`src/rtl/iso_txfifo_pkg.sv`:
```
package iso_txfifo_pkg;
  localparam int CSR_W     = 32;
  localparam int BIT_ROOM  = 0;
  localparam int BIT_DONE  = 1;
  localparam int BIT_FLUSH = 2;
  localparam int BIT_UNDR  = 3;
  localparam int BIT_SHORT = 7;

  typedef struct packed {
    logic flush;
    logic short_set;
    logic done_clr;
    logic undr_clr;
  } csr_cmd_t;
endpackage

```
`src/rtl/iso_txfifo_ram.sv`:
```
module iso_txfifo_ram #(
  parameter int DW    = 8,
  parameter int DEPTH = 256,
  parameter int AW    = $clog2(DEPTH)
) (
  input  logic          clk,
  input  logic          we,
  input  logic [AW-1:0] waddr,
  input  logic [DW-1:0] wdata,
  input  logic          re,
  input  logic [AW-1:0] raddr,
  output logic [DW-1:0] rdata
);
  logic [DW-1:0] mem [DEPTH];

  always_ff @(posedge clk) begin
    if (we) mem[waddr] <= wdata;
    if (re) rdata <= mem[raddr];
  end
endmodule

```
`src/rtl/iso_txfifo_ctrl.sv`:
```
module iso_txfifo_ctrl #(
  parameter int MAX_PKT = 256,
  parameter int AW      = $clog2(MAX_PKT)
) (
  input  logic          clk,
  input  logic          rst,
  input  logic          byte_we,
  input  logic          flush,
  input  logic          short_set,
  input  logic          pull,
  input  logic          in_token,
  output logic          ram_we,
  output logic [AW-1:0] ram_waddr,
  output logic          ram_re,
  output logic [AW-1:0] ram_raddr,
  output logic          pkt_ready,
  output logic          short_flag,
  output logic          buf_empty,
  output logic          tx_valid,
  output logic          tx_end,
  output logic          done_set,
  output logic          undr_set
);
  localparam int CW = AW + 1;
  localparam logic [CW-1:0] LAST_FILL = CW'(MAX_PKT - 1);

  logic [AW-1:0] wptr, rptr;
  logic [CW-1:0] fill;
  logic accept, pop, zlp_done, finish, have_byte;

  assign have_byte = pkt_ready && (fill != '0);
  assign accept    = byte_we && !flush && !pkt_ready;
  assign pop       = pull && !flush && have_byte;
  assign zlp_done  = in_token && !pull && !flush && pkt_ready && (fill == '0);
  assign finish    = (pop && fill == CW'(1)) || zlp_done;
  assign undr_set  = !flush && ((pull && !have_byte) || (in_token && !pull && !pkt_ready));
  assign done_set  = finish;
  assign buf_empty = (fill == '0);

  assign ram_we    = accept;
  assign ram_waddr = wptr;
  assign ram_re    = pop;
  assign ram_raddr = rptr;

  always_ff @(posedge clk) begin
    if (rst) begin
      wptr <= '0; rptr <= '0; fill <= '0;
      pkt_ready <= 1'b0; short_flag <= 1'b0;
      tx_valid <= 1'b0; tx_end <= 1'b0;
    end else begin
      tx_valid <= pop;
      tx_end   <= finish;
      if (flush) begin
        wptr <= '0; rptr <= '0; fill <= '0;
        pkt_ready <= 1'b0; short_flag <= 1'b0;
      end else begin
        if (accept) wptr <= wptr + 1'b1;
        if (pop)    rptr <= rptr + 1'b1;
        if (accept && !pop)      fill <= fill + 1'b1;
        else if (pop && !accept) fill <= fill - 1'b1;
        if (finish) begin
          pkt_ready  <= 1'b0;
          short_flag <= 1'b0;
        end else if (short_set && !pkt_ready) begin
          pkt_ready  <= 1'b1;
          short_flag <= 1'b1;
        end else if (accept && fill == LAST_FILL) begin
          pkt_ready  <= 1'b1;
        end
      end
    end
  end
endmodule

```
`src/rtl/iso_txfifo_flags.sv`:
```
module iso_txfifo_flags (
  input  logic clk,
  input  logic rst,
  input  logic irq_en,
  input  logic done_set,
  input  logic done_clr,
  input  logic undr_set,
  input  logic undr_clr,
  output logic done_flag,
  output logic undr_flag,
  output logic irq
);
  logic done_nxt, undr_nxt;

  always_comb begin
    done_nxt = done_flag;
    if (done_set)      done_nxt = 1'b1;
    else if (done_clr) done_nxt = 1'b0;
    undr_nxt = undr_flag;
    if (undr_set)      undr_nxt = 1'b1;
    else if (undr_clr) undr_nxt = 1'b0;
  end

  always_ff @(posedge clk) begin
    if (rst) begin
      done_flag <= 1'b0;
      undr_flag <= 1'b0;
      irq       <= 1'b0;
    end else begin
      done_flag <= done_nxt;
      undr_flag <= undr_nxt;
      irq       <= done_nxt & irq_en;
    end
  end
endmodule

```
`src/rtl/iso_txfifo_csr.sv`:
```
module iso_txfifo_csr
  import iso_txfifo_pkg::*;
(
  input  logic             csr_we,
  input  logic [CSR_W-1:0] csr_wdata,
  input  logic             room,
  input  logic             done_flag,
  input  logic             undr_flag,
  input  logic             short_flag,
  output csr_cmd_t         cmd,
  output logic [CSR_W-1:0] csr_rdata
);
  always_comb begin
    cmd.flush     = csr_we && csr_wdata[BIT_FLUSH];
    cmd.short_set = csr_we && csr_wdata[BIT_SHORT];
    cmd.done_clr  = csr_we && csr_wdata[BIT_DONE];
    cmd.undr_clr  = csr_we && csr_wdata[BIT_UNDR];
  end

  always_comb begin
    csr_rdata            = '0;
    csr_rdata[BIT_ROOM]  = room;
    csr_rdata[BIT_DONE]  = done_flag;
    csr_rdata[BIT_UNDR]  = undr_flag;
    csr_rdata[BIT_SHORT] = short_flag;
  end
endmodule

```
`src/rtl/iso_in_txfifo.sv`:
```
module iso_in_txfifo
  import iso_txfifo_pkg::*;
#(
  parameter int MAX_PKT = 256,
  parameter int DW      = 8
) (
  input  logic             clk,
  input  logic             rst,
  input  logic             irq_en,
  input  logic             byte_we,
  input  logic [DW-1:0]    byte_wdata,
  input  logic             csr_we,
  input  logic [CSR_W-1:0] csr_wdata,
  output logic [CSR_W-1:0] csr_rdata,
  input  logic             in_token,
  input  logic             pull,
  output logic [DW-1:0]    tx_data,
  output logic             tx_valid,
  output logic             tx_end,
  output logic             pkt_ready,
  output logic             irq
);
  localparam int AW = $clog2(MAX_PKT);

  csr_cmd_t      cmd;
  logic          ram_we, ram_re;
  logic [AW-1:0] ram_waddr, ram_raddr;
  logic          short_flag, buf_empty, done_set, undr_set;
  logic          done_flag, undr_flag;

  iso_txfifo_ram #(.DW(DW), .DEPTH(MAX_PKT), .AW(AW)) u_ram (
    .clk(clk), .we(ram_we), .waddr(ram_waddr), .wdata(byte_wdata),
    .re(ram_re), .raddr(ram_raddr), .rdata(tx_data)
  );

  iso_txfifo_ctrl #(.MAX_PKT(MAX_PKT), .AW(AW)) u_ctrl (
    .clk(clk), .rst(rst), .byte_we(byte_we), .flush(cmd.flush),
    .short_set(cmd.short_set), .pull(pull), .in_token(in_token),
    .ram_we(ram_we), .ram_waddr(ram_waddr), .ram_re(ram_re), .ram_raddr(ram_raddr),
    .pkt_ready(pkt_ready), .short_flag(short_flag), .buf_empty(buf_empty),
    .tx_valid(tx_valid), .tx_end(tx_end), .done_set(done_set), .undr_set(undr_set)
  );

  iso_txfifo_flags u_flags (
    .clk(clk), .rst(rst), .irq_en(irq_en),
    .done_set(done_set), .done_clr(cmd.done_clr),
    .undr_set(undr_set), .undr_clr(cmd.undr_clr),
    .done_flag(done_flag), .undr_flag(undr_flag), .irq(irq)
  );

  iso_txfifo_csr u_csr (
    .csr_we(csr_we), .csr_wdata(csr_wdata),
    .room(buf_empty && !pkt_ready), .done_flag(done_flag),
    .undr_flag(undr_flag), .short_flag(short_flag),
    .cmd(cmd), .csr_rdata(csr_rdata)
  );
endmodule

```
`config.mk`:
```
export PLATFORM = sky130hd
export DESIGN_NAME = iso_in_txfifo
export DESIGN_NICKNAME = d
export VERILOG_FILES = /design/src/rtl/iso_txfifo_pkg.sv /design/src/rtl/iso_txfifo_ram.sv /design/src/rtl/iso_txfifo_ctrl.sv /design/src/rtl/iso_txfifo_flags.sv /design/src/rtl/iso_txfifo_csr.sv /design/src/rtl/iso_in_txfifo.sv
export SDC_FILE = /design/constraint.sdc
export NUM_CORES = 2
export LEC_CHECK = 0
export BUFFER_PORTS_ARGS = -buffer_cell sky130_fd_sc_hd__buf_2
export CAP_MARGIN = 20
export CORE_ASPECT_RATIO = 0.75
export CORE_MARGIN = 3
export CORE_UTILIZATION = 52
export CTS_CLUSTER_DIAMETER = 50
export DETAILED_ROUTE_END_ITERATION = 10
export MAX_ROUTING_LAYER = met4
export PLACE_DENSITY_LB_ADDON = 0.2
export REMOVE_ABC_BUFFERS = 1
export SLEW_MARGIN = 20
export SYNTH_ARGS = -nofsm -noshare
export SYNTH_HDL_FRONTEND = slang
export SYNTH_SLANG_ARGS = --single-unit
```
`constraint.sdc`:
```
create_clock -name clk -period 3.6 [get_ports clk]
set_clock_uncertainty 0.1 [all_clocks]
set_input_delay 0.18 -clock clk [delete_from_list [all_inputs] [get_ports clk]]
set_output_delay 0.18 -clock clk [all_outputs]
set_load 0.005 [all_outputs]
```
# Word-level counts from Yosys, hierarchy flattened
# Memories as Yosys holds them, arrays and structs flattened. A register that Yosys moved wholly into a read port is not among the register bits.
# Index checks and enable logic that the tools add are counted.
[classes]
addsub = 4
n_eq_ne = 2
muxes = 10
bitwise = 1
n_reduce_logical = 37
[op_table]
columns = ["cell", "count"]
rows = [
  ["$logic_and A1 B1 Y1", 22],
  ["$mux W9", 2],
  ["$add A8 B1 Y8 const B", 2],
  ["$add A9 B1 Y9 const B", 1],
  ["$eq A9 B1 Y1 const B", 1],
  ["$eq A9 B8 Y1 const B", 1],
  ["$logic_not A9 Y1", 1],
  ["$reduce_bool A9 Y1", 1],
  ["$sub A9 B1 Y9 const B", 1],
  ["$mux W1", 8],
  ["$logic_not A1 Y1", 6],
  ["$reduce_bool A2 Y1", 3],
  ["$reduce_or A3 Y1", 1],
  ["$logic_or A1 B1 Y1", 2],
  ["$reduce_or A2 Y1", 1],
  ["$and A1 B1 Y1", 1],
]
[word_totals]
ff_bits = 32
ram_bits = 2048
in_bits = 47
output_inout_bits = 44
elab_cells = 65
mem_count = 1
[mem_list]
columns = ["memory", "depth", "width", "rd", "rd_ports_with_merged_regs", "wr", "line_no", "text"]
rows = [
  ["u_ram.mem", 256, 8, 1, 1, 1, "iso_txfifo_ram.sv:14", "logic [DW-1:0] mem [DEPTH];"],
]

# Logic depth before layout (Yosys ltp)
[logic_depth]
depth_word = 8
ltp_mapped = 13

# By module
# Synthesis repeated with hierarchy kept, for this count alone.
[hier_totals]
hier_cells = 3954
hier_area_um2 = 81521.9
[by_module_without_submodules]
columns = ["mod", "instances", "cells_per_inst", "area_each_um2"]
rows = [
  ["iso_txfifo_ram", 1, 3733, 79636.4],
  ["iso_txfifo_ctrl", 1, 172, 1493.9],
  ["iso_txfifo_csr", 1, 37, 269.0],
  ["iso_txfifo_flags", 1, 11, 108.9],
  ["iso_in_txfifo", 1, 1, 13.8],
]

# Worst setup path before layout
# OpenSTA, ideal clock, no wires.
[synth_timing]
path_kind = "flip-flop to flip-flop"
startpoint = "reg u_ctrl.rptr[0] (netlist: u_ctrl.ram_raddr[0])"
endpoint = "reg u_ram.rdata[0], read port of u_ram.mem, data pin"
setup_time_ps = 269
arrival_time_ps = 2242
t_required_ps = 3231
path_slack_ps = 988
stages_incl_launch_ff = 10
path_buffers = 4
path_cell_list = "dfxtp_1 buf_6 buf_6 buf_6 buf_6 mux4_2 a221oi_1 nand3_1 a311oi_1 o32ai_1"
[synth_rtl]
columns = ["item", "line_no", "text"]
rows = [
  ["from (decl)", "iso_txfifo_ctrl.sv:27", "logic [AW-1:0] wptr, rptr;"],
  ["from (signal assigned)", "iso_txfifo_ctrl.sv:58", "if (pop) rptr <= rptr + 1'b1;"],
  ["to (decl)", "iso_txfifo_ram.sv:12", "output logic [DW-1:0] rdata"],
]

==> reports/summary.txt <==
===============================================================================================
Result of the run ................................................................ finished, violations left
Violations in the final reports .................................................. negative hold slack
Inserted Clock Buffers ...........................................................          193
Final sum of negative setup slack ................................................         0 ns
Total Power Consumption ..........................................................     47.54 mW
Maximum number of pins on one net before global-route repair .....................          124
Static Leakage ...................................................................     29.61 nW
Initial core utilization .........................................................       0.5273
Ys async rst share ...............................................................            0
Largest cells by area after synthesis ............................................ edfxtp_1, mux4_2, mux2i_1, mux4_1, nor2_1
Largest stage delay on the critical path .........................................      0.85 ns
Post-placement cell count ........................................................        6,319
Warning count from the yosys run .................................................            0
Synth-to-layout area growth ......................................................       14.29%
Family of cells with the greatest summed delay on the critical path .............. compound AO/OA/AOI/OAI gates
Crit path capture type ...........................................................         flop
Number of max-cap violations .....................................................            0
Final critical delay including setup and external delays .........................     3.552 ns
Final setup viols ................................................................            0
Slew HR ..........................................................................       0.1826
Number of antenna violations at the first check in global routing ................            7
Clock Sink Count .................................................................        2,088
Maximum ir drop on the vdd rail ..................................................    0.5590 mV
Gpl congestion ...................................................................       0.8983
Count of fill cells added during filler insertion ................................       11,080
Per-instance average area after synthesis ........................................   20.86 um^2
First-pass GRT wire length .......................................................     313.3 mm
Number of enable-type register cells in the synthesized netlist ..................        2,056
Post-synth design cell area ......................................................  82,300 um^2
Sequential cell area .............................................................  62,400 um^2
Setup repair after global routing missed its margin ..............................           no
Flops & latches, synth ...........................................................        2,088
Most instantiated library cell after synthesis ...................................     edfxtp_1
Routed length per instance .......................................................     32.89 um
Instance area at placement .......................................................  87,730 um^2
Final-report hold violation count ................................................            3
Proportion of netlist area held by the largest area contributor ..................       0.7502
Startpoint kind of the worst setup timing path ...................................         flop
Std-Cell Rows ....................................................................          125
Worst endpoint required time .....................................................      4.05 ns
Number of buffers added on ports .................................................           34
Post-synth top cells ............................................................. edfxtp_1, mux4_2, nor2_1
Worst path arrival time ..........................................................      4.00 ns
Clock input transition at the sequential cells of the worst setup and hold paths .      0.07 ns
Crit Path Category ............................................................... flop to flop
Final instance area ..............................................................  94,060 um^2
Cell at the slowest stage of the critical path ...................................    a2111oi_1
Worst-Margin Slew ................................................................     1.218 ns
Total core area .................................................................. 156,100 um^2
Die Footprint .................................................................... 163,100 um^2
Aggregate global routing overflow ................................................            0
TritonCTS clock tree .............................................................        built
Non-filler instance count after layout ...........................................        6,698
Die height .......................................................................     350.5 um
Count of unique library cells instantiated by Yosys ..............................           75
Multi-input gate area ............................................................  18,120 um^2
Final slew viol count ............................................................            0
PD cells ......................................................................... 505.4 nW/um^2
Via count of the first global-routing pass .......................................       41,260
H-tree depth .....................................................................            4
Total routing usage reported by global routing ...................................       0.2801
Post-synthesis cell count ........................................................        3,945
Number of nets with antenna violations after detailed routing ....................            0
Detailed router's first-iteration violation count ................................        6,321
Hold WS ..........................................................................  -0.01908 ns
Portion of the post-synthesis area used by sequential elements ...................       0.7580
Clock insertion delay at the later pin of the skew report ........................      0.82 ns
Placed wire-length estimate ......................................................     138.6 mm
Path class of the lowest-slack min-delay path .................................... input port to flop
Via density per instance .........................................................        6.418
Ys flop type .....................................................................     edfxtp_1
Setup Fix Bufs, Post-CTS .........................................................            0
Io pins ..........................................................................           91
Overall routed net length ........................................................     220.3 mm
Largest area contributor in the synthesized netlist ..............................     edfxtp_1
Portion of the clock cycle consumed by the worst path in the final layout ........       0.9867
Total via count in the routed design .............................................       42,990
Maximum operating frequency ......................................................    281.5 MHz
Proportion of layout cells with a drive suffix above 1 ...........................       0.2774
Final net count ..................................................................        4,501
Combined buffer and inverter count along the critical path .......................            2
Router iterations before antenna repair ..........................................            6
Crit path cell chain ............................................................. buf_12 -> mux4_2 -> nor2b_1 -> a2111oi_1 -> buf_4 -> o31ai_1 -> o2111ai_1 -> o211ai_1
Chip Width .......................................................................     465.4 um
Remaining routing DRC violations .................................................            0
Maximum fanout encountered on the critical timing path ...........................           59
Maximum buffer depth of the clock tree ...........................................            3
CTS Root Buffer Type .............................................................    clkbuf_16
===============================================================================================
cell families after synthesis:
family | after synthesis | synth area share
compound gates | 339 | 0.02905
xor+xnor | 20 | 0.002128
fa+ha+maj | 10 | 0.001520
buf+inv | 293 | 0.02431
flops | 2088 | 0.7580
mux | 665 | 0.1572
other cells | 1 | 0.00004556
simple gates | 529 | 0.02779
path summary, 6_finish.rpt:
kind	slack, ns	endpoint	cells past startpoint	start
worst max-delay path	0.05	u_ram.rdata[2]	8	u_ctrl.ram_raddr[1]
worst min-delay path	-0.02	u_ram.mem[143][1]	1	byte_wdata[1]
worst max register to register	0.05	u_ram.rdata[2]	8	u_ctrl.ram_raddr[1]
worst min register to register	0.38	u_flags.done_flag	2	u_flags.done_flag
registers in the layout (all words and copies together), names as in the netlist, 8 cells and up:
signal,count
u_ram.rdata,8
u_ctrl.ram_raddr,8
u_ram.mem,2048
u_ctrl.fill,9
u_ctrl.ram_waddr,8
through the flow:
stage               setup slack [ns]    util
global placement            -0.06549  0.5620
CTS                          0.02746  0.6025
detailed placement           0.03672  0.5620
global route                 0.03975  0.6026
finish                       0.04796  0.6026
floorplan                     -20.59       -
power breakdown:
part	switching (mW)	internal, mW	total [mW]
sequential	0.0148	26.7	26.7
combinational	0.667	0.256	0.923
clock	8.82	11.1	19.9
total	9.50	38.0	47.5
placed cells by master, fill, tap and decap left out, types with 17 or more instances in the layout:
master,Yosys,routed
dfxtp_1,32,25
a21oi_1,76,76
mux4_1,52,52
clkinv_2,0,26
clkinv_1,0,44
edfxtp_1,2056,2056
buf_2,76,26
dlygate4sd3_1,0,25
nor2_1,304,302
o21ai_0,41,41
clkbuf_16,0,195
buf_4,42,450
and2_1,21,19
conb_1,1,28
nand2_1,94,94
nand3_1,43,36
o221ai_1,17,17
clkbuf_1,86,46
a22oi_1,50,50
a221oi_1,44,43
mux4_2,434,434
mux2i_1,175,175
buf_12,12,46
final cells by class:
| class | instances | area share |
|---|---|---|
| Timing Repair Buffer | 555 | 0.05092 |
| Antenna cell | 3 | 0.00007981 |
| Clock buffer | 247 | 0.05459 |
| Clock inverter | 104 | 0.009910 |
| Tap cell | 2095 | 0.02787 |
| Sequential cell | 2088 | 0.6634 |
| Inverter | 15 | 0.0006518 |
| Multi-Input combinational cell | 1591 | 0.1926 |
layer usage:
metal / GRT usage / part of all wire / vias up
met5: - / 0 / -
met4: 0.07789 / 0.028 / 0
met3: 0.06435 / 0.11 / 332
met2: 0.3825 / 0.43 / 2536
met1: 0.4258 / 0.42 / 22780
li1: - / - / 17340
repair_timing:
action,in CTS,in global routing
hold buffers,25,0
gates resized for setup,0,2
endpoints found under the hold margin,269,0
setup endpoints to repair,0,2
Note: power is estimated with default switching activity, not from simulation.
